$ cat src/rtl/rpm_pkg.sv
package rpm_pkg;

   typedef enum logic [2:0] {
      ST_NORMAL    = 3'd0,
      ST_SMM       = 3'd1,
      ST_SHUTDOWN  = 3'd2,
      ST_HALT      = 3'd3,
      ST_STOPGRANT = 3'd4,
      ST_STOPCLK   = 3'd5
   } cpu_state_e;

   typedef struct packed {
      logic lock;
      logic mem;
      logic data;
      logic write;
   } cyc_kind_t;

   localparam int unsigned TYP_VALID    = 0;
   localparam int unsigned TYP_WR       = 1;
   localparam int unsigned TYP_DC       = 2;
   localparam int unsigned TYP_MIO      = 3;
   localparam int unsigned TYP_LOCK     = 4;
   localparam int unsigned TYP_LANE_LSB = 8;
   localparam int unsigned CAP_W        = 64;
   localparam logic [7:0]  MC_VECTOR    = 8'h12;

   function automatic logic state_samples(input logic [2:0] st);
      return (st == 3'(ST_NORMAL)) || (st == 3'(ST_SMM));
   endfunction

endpackage

$ cat src/rtl/rpm_lane_parity.sv
module rpm_lane_parity #(
   parameter int unsigned DATA_W = 64,
   localparam int unsigned LANES = DATA_W / 8
) (
   input  logic [DATA_W-1:0] data_i,
   input  logic [LANES-1:0]  par_i,
   output logic [LANES-1:0]  lane_err_o
);

   for (genvar g = 0; g < LANES; g++) begin : g_lane
      assign lane_err_o[g] = ^{data_i[g*8 +: 8], par_i[g]};
   end

endmodule

$ cat src/rtl/rpm_cycle_track.sv
module rpm_cycle_track
   import rpm_pkg::*;
#(
   parameter int unsigned ADDR_W = 32,
   parameter int unsigned BEATS  = 4
) (
   input  logic              clk_i,
   input  logic              rst_ni,
   input  logic              strobe_i,
   input  logic [ADDR_W-1:0] addr_i,
   input  cyc_kind_t         kind_i,
   input  logic              burst_i,
   input  logic              addr_hold_i,
   input  logic              data_rdy_i,
   output logic              active_o,
   output logic              elig_o,
   output logic [ADDR_W-1:0] addr_o,
   output cyc_kind_t         kind_o
);

   logic last_beat;

   always_ff @(posedge clk_i or negedge rst_ni) begin
      if (!rst_ni) begin
         addr_o <= '0;
         kind_o <= '0;
         elig_o <= 1'b0;
      end else if (strobe_i) begin
         addr_o <= addr_i;
         kind_o <= kind_i;
         elig_o <= !addr_hold_i;
      end
   end

   always_ff @(posedge clk_i or negedge rst_ni) begin
      if (!rst_ni) begin
         active_o <= 1'b0;
      end else if (strobe_i) begin
         active_o <= 1'b1;
      end else if (data_rdy_i && active_o && last_beat) begin
         active_o <= 1'b0;
      end
   end

   if (BEATS > 1) begin : g_burst
      localparam int unsigned CNT_W = $clog2(BEATS);
      logic [CNT_W-1:0] cnt_q;
      logic             burst_q;

      always_ff @(posedge clk_i or negedge rst_ni) begin
         if (!rst_ni) begin
            cnt_q   <= '0;
            burst_q <= 1'b0;
         end else if (strobe_i) begin
            cnt_q   <= '0;
            burst_q <= burst_i;
         end else if (data_rdy_i && active_o) begin
            cnt_q <= cnt_q + 1'b1;
         end
      end

      assign last_beat = !burst_q || (cnt_q == CNT_W'(BEATS - 1));
   end else begin : g_single
      assign last_beat = 1'b1;
   end

endmodule

$ cat src/rtl/rpm_capture.sv
module rpm_capture
   import rpm_pkg::*;
#(
   parameter int unsigned ADDR_W = 32,
   parameter int unsigned LANES  = 8
) (
   input  logic              clk_i,
   input  logic              rst_ni,
   input  logic              log_i,
   input  logic [ADDR_W-1:0] addr_i,
   input  cyc_kind_t         kind_i,
   input  logic [LANES-1:0]  lanes_i,
   input  logic              rd_en_i,
   input  logic              rd_sel_i,
   output logic [CAP_W-1:0]  rd_data_o,
   output logic              valid_o,
   output logic [CAP_W-1:0]  addr_q_o
);

   logic [CAP_W-1:0] type_q;
   logic [CAP_W-1:0] type_new;

   always_comb begin
      type_new                          = '0;
      type_new[TYP_VALID]               = 1'b1;
      type_new[TYP_WR]                  = kind_i.write;
      type_new[TYP_DC]                  = kind_i.data;
      type_new[TYP_MIO]                 = kind_i.mem;
      type_new[TYP_LOCK]                = kind_i.lock;
      type_new[TYP_LANE_LSB +: LANES]   = lanes_i;
   end

   always_ff @(posedge clk_i or negedge rst_ni) begin
      if (!rst_ni) begin
         addr_q_o  <= '0;
         type_q    <= '0;
         rd_data_o <= '0;
      end else begin
         if (rd_en_i) begin
            rd_data_o         <= rd_sel_i ? type_q : addr_q_o;
            type_q[TYP_VALID] <= 1'b0;
         end
         if (log_i && !type_q[TYP_VALID]) begin
            addr_q_o <= CAP_W'(addr_i);
            type_q   <= type_new;
         end
      end
   end

   assign valid_o = type_q[TYP_VALID];

endmodule

$ cat src/rtl/rdpar_mc_capture.sv
module rdpar_mc_capture
   import rpm_pkg::*;
#(
   parameter int unsigned ADDR_W = 32,
   parameter int unsigned DATA_W = 64,
   parameter int unsigned BEATS  = 4,
   localparam int unsigned LANES = DATA_W / 8
) (
   input  logic              clk_i,
   input  logic              rst_ni,
   input  logic              addr_strobe_i,
   input  logic [ADDR_W-1:0] addr_i,
   input  logic              cyc_mem_i,
   input  logic              cyc_data_i,
   input  logic              cyc_write_i,
   input  logic              cyc_lock_i,
   input  logic              burst_i,
   input  logic              data_rdy_i,
   input  logic [DATA_W-1:0] data_i,
   input  logic [LANES-1:0]  data_par_i,
   input  logic              par_en_i,
   input  logic [2:0]        cpu_state_i,
   input  logic              probe_rdy_i,
   input  logic              backoff_i,
   input  logic              hold_ack_i,
   input  logic              init_i,
   input  logic              addr_hold_i,
   input  logic              mce_i,
   input  logic              bus_err_i,
   input  logic              rd_en_i,
   input  logic              rd_sel_i,
   output logic              par_err_o,
   output logic              mc_req_o,
   output logic [7:0]        mc_vector_o,
   output logic [63:0]       rd_data_o
);

   if (DATA_W % 8 != 0 || DATA_W == 0) begin : g_chk_data
      $error("DATA_W must be a non-zero multiple of 8");
   end
   if (ADDR_W == 0 || ADDR_W > CAP_W) begin : g_chk_addr
      $error("ADDR_W must be 1..64");
   end
   if (BEATS == 0) begin : g_chk_beats
      $error("BEATS must be at least 1");
   end
   if (TYP_LANE_LSB + LANES > CAP_W) begin : g_chk_lanes
      $error("lane mask does not fit the type register");
   end

   cyc_kind_t         kind_in;
   cyc_kind_t         cur_kind;
   logic              cur_active;
   logic              cur_elig;
   logic [ADDR_W-1:0] cur_addr;
   logic [LANES-1:0]  lane_err;
   logic [LANES-1:0]  lane_bad;
   logic              read_beat;
   logic              perr;
   logic              state_ok;
   logic              lines_ok;
   logic              en_counts;
   logic              log_err;
   logic              cap_valid;
   logic [CAP_W-1:0]  cap_addr;

   assign kind_in = '{lock: cyc_lock_i, mem: cyc_mem_i,
                      data: cyc_data_i, write: cyc_write_i};

   rpm_cycle_track #(.ADDR_W(ADDR_W), .BEATS(BEATS)) u_track (
      .clk_i       (clk_i),
      .rst_ni      (rst_ni),
      .strobe_i    (addr_strobe_i),
      .addr_i      (addr_i),
      .kind_i      (kind_in),
      .burst_i     (burst_i),
      .addr_hold_i (addr_hold_i),
      .data_rdy_i  (data_rdy_i),
      .active_o    (cur_active),
      .elig_o      (cur_elig),
      .addr_o      (cur_addr),
      .kind_o      (cur_kind)
   );

   rpm_lane_parity #(.DATA_W(DATA_W)) u_par (
      .data_i     (data_i),
      .par_i      (data_par_i),
      .lane_err_o (lane_err)
   );

   assign read_beat = data_rdy_i && cur_active && !cur_kind.write;
   assign lane_bad  = lane_err & {LANES{read_beat}};
   assign perr      = |lane_bad;
   assign state_ok  = state_samples(cpu_state_i) || probe_rdy_i;
   assign lines_ok  = !backoff_i && !hold_ack_i && !init_i;
   assign en_counts = cur_elig && state_ok && lines_ok && par_en_i;
   assign log_err   = perr && en_counts;

   rpm_capture #(.ADDR_W(ADDR_W), .LANES(LANES)) u_cap (
      .clk_i     (clk_i),
      .rst_ni    (rst_ni),
      .log_i     (log_err),
      .addr_i    (cur_addr),
      .kind_i    (cur_kind),
      .lanes_i   (lane_bad),
      .rd_en_i   (rd_en_i),
      .rd_sel_i  (rd_sel_i),
      .rd_data_o (rd_data_o),
      .valid_o   (cap_valid),
      .addr_q_o  (cap_addr)
   );

   always_ff @(posedge clk_i or negedge rst_ni) begin
      if (!rst_ni) begin
         par_err_o <= 1'b0;
         mc_req_o  <= 1'b0;
      end else begin
         par_err_o <= perr;
         mc_req_o  <= mce_i && (log_err || bus_err_i);
      end
   end

   assign mc_vector_o = mc_req_o ? MC_VECTOR : 8'h00;

endmodule

$ cat config.mk
export PLATFORM = sky130hd
export DESIGN_NAME = rdpar_mc_capture
export DESIGN_NICKNAME = d
export VERILOG_FILES = /design/src/rtl/rpm_pkg.sv /design/src/rtl/rpm_lane_parity.sv /design/src/rtl/rpm_cycle_track.sv /design/src/rtl/rpm_capture.sv /design/src/rtl/rdpar_mc_capture.sv
export SDC_FILE = /design/constraint.sdc
export NUM_CORES = 1
export LEC_CHECK = 0
export BUFFER_PORTS_ARGS = -buffer_cell sky130_fd_sc_hd__buf_2
export CAP_MARGIN = 10
export CORE_ASPECT_RATIO = 1.1
export CORE_UTILIZATION = 45
export DETAILED_ROUTE_END_ITERATION = 12
export PLACE_DENSITY = 0.75
export SKIP_CTS_REPAIR_TIMING = 1
export SLEW_MARGIN = 20
export SYNTH_ARGS = -nofsm -noshare
export SYNTH_HDL_FRONTEND = slang
export SYNTH_SLANG_ARGS = --single-unit
$ cat constraint.sdc
create_clock -name clk_i -period 2.85 [get_ports clk_i]
set_input_delay 0 -clock clk_i [delete_from_list [all_inputs] [get_ports clk_i]]
set_output_delay 0 -clock clk_i [all_outputs]
set_load 0.02 [all_outputs]
==> metrics list <==
* Total area of multi-input combinational cells: roughly 2400 um^2
- Buffer type at the clock tree root: sky130_fd_sc_hd__clkbuf_16
- Post-detailed-routing wire length: roughly 12,000 um
- The count of endpoints failing hold in the final timing report is 0.
* Final-report max-slew violation count: 0
* Worst-path clk slew: 0.06 ns
* Final antenna-violating net count: 0
- Detailed Place HPWL: just under 8000 um
- In the finished design, the share of the clock period the worst path needs comes to a little over four fifths.
- The clock passes through at most 2 buffers.
- In this run the horizontal extent of the chip is ~110 um.
* Overall power: about 0.0048 W
* Min-Delay Startpoint: rd_en_i
- The synthesized design contains 0 enable-type register cells.
* Net switching power: about 0.0012 W
- In this run, the number of DRC markers left after iteration 0 of detailed routing was 94.
- Status: finished, final reports clean
* Power share of the clock group: a little over two fifths
- Via count of the first global-routing pass: ~3,900
- Number of diodes added for antenna fixing: 0
- At the end of the flow, the number of nets in the layout was between 700 and 800.
- Post-synthesis sequential element count: 120
- Along the worst hold path, the cell count comes to 2.
- The average instance in the mapped netlist occupies 13.1 um^2.
- Source-to-sink clock delay at the later pin of the worst-skew pair: ~0.40 ns
- Dividing the detail-routed wire length by the instance count gives approximately 15 um.
- Die extent in y: between 100 and 150 um
* Critical Path Sink Type: flip-flop
- Sequential cell area fraction in the yosys report: about 52%
* Design internal power: 0.00359 W
* Transition time at the pin with the least slew margin: about 1.1 ns
- Data on the critical path is required at its endpoint by between 3 and 4 ns.
- Fraction of layout instances using a drive strength above 1: around two fifths
- Clock Skews: between 0.005 and 0.006 ns
- The cell count after synthesis came out at roughly 440.
* Detailed Routing Iterations Pass 1: 4
- Proportion of synthesized flip-flops having asynchronous set or reset: 100%
- In this run, the combinational gates consume around 17% of the power.
* Worst Setup SP: u_track.active_o
* Count of max-cap constraint violations: 0
* Starting density of the core: between 40 and 50%
- Summing every instance area after synthesis gives 5770 um^2.
- The first global-routing pass estimated 18,500 um of wire.
- Based on the critical path, the design can be clocked at up to about 0.41 GHz.
- Counting the buffers created by CTS gives 17.
- The min-delay analysis places its worst path in the category input port to flip-flop.
- Sink count of the clock tree: between 100 and 150
- The clock period could shrink to approximately 2.4 ns.
* PortBufs: 160
- In this run the static leakage power is ~3.8 nW.
- Summing over every cut layer, the via total after detailed routing is 3,835.
- The floorplan has 43 rows.
* Reg2Reg Launch Point: u_track.active_o
* Ratio of routed vias to standard cells: between 4 and 5
- Total grt overflow: 0
- Setup Crit Path Kind: flip-flop to flip-flop
* Number of H-tree branching levels: 4
- Antenna violations before repair: 0
- For this run, the total global-route usage over all layers was measured as between 10% and 20%.
- Proportion of total power due to net switching: between 20% and 30%
- Kind of start point of the critical path: flip-flop
- During synthesis, Yosys emitted a total of 0 warnings.
- Die area: ~13,000 um^2
- Clock tree from TritonCTS: yes
* Critical path data arrival time: about 2.7 ns
- Registers take about 3000 um^2.
- The worst register-to-register path has a depth of 5.
- Setup repair after global routing left no endpoint under its margin.
- I/O pin count: 200
- Compared with the post-synthesis result, the final layout area differs by 30.5%.
- Highest fanout seen on the critical path: 45
- The most used flip-flop cell after synthesis is sky130_fd_sc_hd__dfrtp_1.
- Routability cong.: 0.820
- Measured against its own limit, the worst slew margin works out to a little over a quarter.
* Endpoints failing setup: 0
- Std-Cell Core Area: 12,500 um^2
* Worst IR drop on VDD: approximately 0.46 mV
- Number of remaining DRC errors: 0
- In the final timing run, aggregate negative setup slack is 0 ns.
- Pin count of the biggest net entering global routing: 75
* Number of fillers in the final layout: between 1,000 and 1,500
- Dividing total power by cell area gives a power density of between 600 and 700 nW/um^2.
* Count of different cell masters after synthesis: 32
* Sequential fraction of design power: approximately two fifths
## through the flow
step / std cells / utilization [%] / hold WS (ns) / setup slack [ns] / cell area [um^2]
after global placement: 737 / 52.1 / 0.0431 / 0.504 / 6530
after CTS: 768 / 56.6 / -0.369 / 0.401 / 7100
final: 811 / 60.1 / 0.0730 / 0.435 / 7530
after global routing: 811 / 60.1 / 0.0934 / 0.276 / 7530
after detailed placement: 737 / 52.1 / 0.0600 / 0.410 / 6530
after floorplan: 478 / - / -0.296 / 1.10 / 5910
## cells by family after synthesis
kind of cell | Yosys count | share of synthesized area, %
XOR/XNOR | 57 | 10.6
adder cells (fa/ha/maj) | 1 | 0.217
multiplexers | 92 | 20.1
flip-flops | 120 | 52.0
other | 1 | 0.0650
AO/OA/AOI/OAI | 41 | 4.12
buffers and inverters | 77 | 8.26
AND/OR/NAND/NOR | 52 | 4.60
## power by group through the flow
| stage | logic (W) | registers (W) | clock network, W |
|---|---|---|---|
| after floorplan | 0.000514 | 0.00201 | 0 |
| after CTS | 0.000756 | 0.00196 | 0.00208 |
| after detailed placement | 0.000753 | 0.00199 | 0 |
| after global placement | 0.000730 | 0.00198 | 0 |
| after global routing | 0.000868 | 0.00198 | 0.00216 |
| final | 0.000793 | 0.00196 | 0.00203 |
## cell type report
class / count / area share (%)
flip-flops and latches: 120 / 39.9
multi-input cells: 281 / 32.4
repair buffers: 205 / 16.7
clock buffers: 18 / 5.83
well taps: 157 / 2.61
clock inverters: 13 / 1.73
inverters: 17 / 0.847
## layout by cell type (no fill, tap or decap), types with 2 or more instances in the layout
master,count
sky130_fd_sc_hd__clkinvlp_4,3
sky130_fd_sc_hd__conb_1,38
sky130_fd_sc_hd__nand4_1,2
sky130_fd_sc_hd__a21oi_1,15
sky130_fd_sc_hd__clkinv_2,6
sky130_fd_sc_hd__dfrtp_1,120
sky130_fd_sc_hd__mux2_4,38
sky130_fd_sc_hd__buf_4,2
sky130_fd_sc_hd__a22o_1,5
sky130_fd_sc_hd__buf_2,159
sky130_fd_sc_hd__a21o_1,2
sky130_fd_sc_hd__o21ai_0,16
sky130_fd_sc_hd__xnor2_1,32
sky130_fd_sc_hd__mux2i_1,13
sky130_fd_sc_hd__xnor3_1,8
sky130_fd_sc_hd__mux2_2,36
sky130_fd_sc_hd__mux2_1,5
sky130_fd_sc_hd__clkbuf_16,17
sky130_fd_sc_hd__inv_1,16
sky130_fd_sc_hd__nand3b_1,14
sky130_fd_sc_hd__nand2_1,4
sky130_fd_sc_hd__nor2_1,27
sky130_fd_sc_hd__xor2_1,17
sky130_fd_sc_hd__bufinv_16,2
sky130_fd_sc_hd__dlygate4sd3_1,43
## per-layer routing
layer | GRT usage [%] | part of all wire (%)
met4 | 5.75 | 1.2
met2 | 32.0 | 54
met3 | 6.20 | 4.7
met1 | 21.7 | 40
met5 | 0 | 0
## synthesized netlist by cell type, drive strengths merged (2+ instances only)
cell type	n	area share, %
dfrtp	120	52
mux2	79	18
buf	46	6.2
xnor2	32	4.9
nor2	27	1.8
inv	17	1.1
xor2	17	2.6
o21ai	16	1.4
a21oi	15	1.3
clkbuf	14	0.91
nand3b	14	1.8
mux2i	13	2.3
xnor3	8	3.1
a22o	5	0.76
nand2	4	0.26
a21o	2	0.26
nand4	2	0.22
## registers in the layout (all words and copies together) (netlist names), 2 cells and up
name	cells
u_track.kind_o	4
u_track.g_burst.cnt_q	2
u_cap.rd_data_o	32
u_track.addr_o	32
u_cap.type_q	13
u_cap.addr_q_o	32
## path summary, 6_finish.rpt
check                                       to  slack, ns
min in group asynchronous   u_track.addr_o[20]       0.15
min reg2reg                    u_cap.type_q[2]       0.48
max                         u_cap.addr_q_o[19]       0.44
min                         u_cap.rd_data_o[8]       0.07
max reg2reg                 u_cap.addr_q_o[19]       0.44
max in group asynchronous  u_cap.rd_data_o[23]       1.86
## worst max-delay path, stage by stage (launching register included)
cell                      delay, ns
sky130_fd_sc_hd__dfrtp_1       0.37
sky130_fd_sc_hd__nand2_1       0.10
sky130_fd_sc_hd__or2_2         0.39
sky130_fd_sc_hd__nor3_1        0.27
sky130_fd_sc_hd__o21a_4        0.75
sky130_fd_sc_hd__mux2_4        0.35
Note: power is estimated with default switching activity, not from simulation.
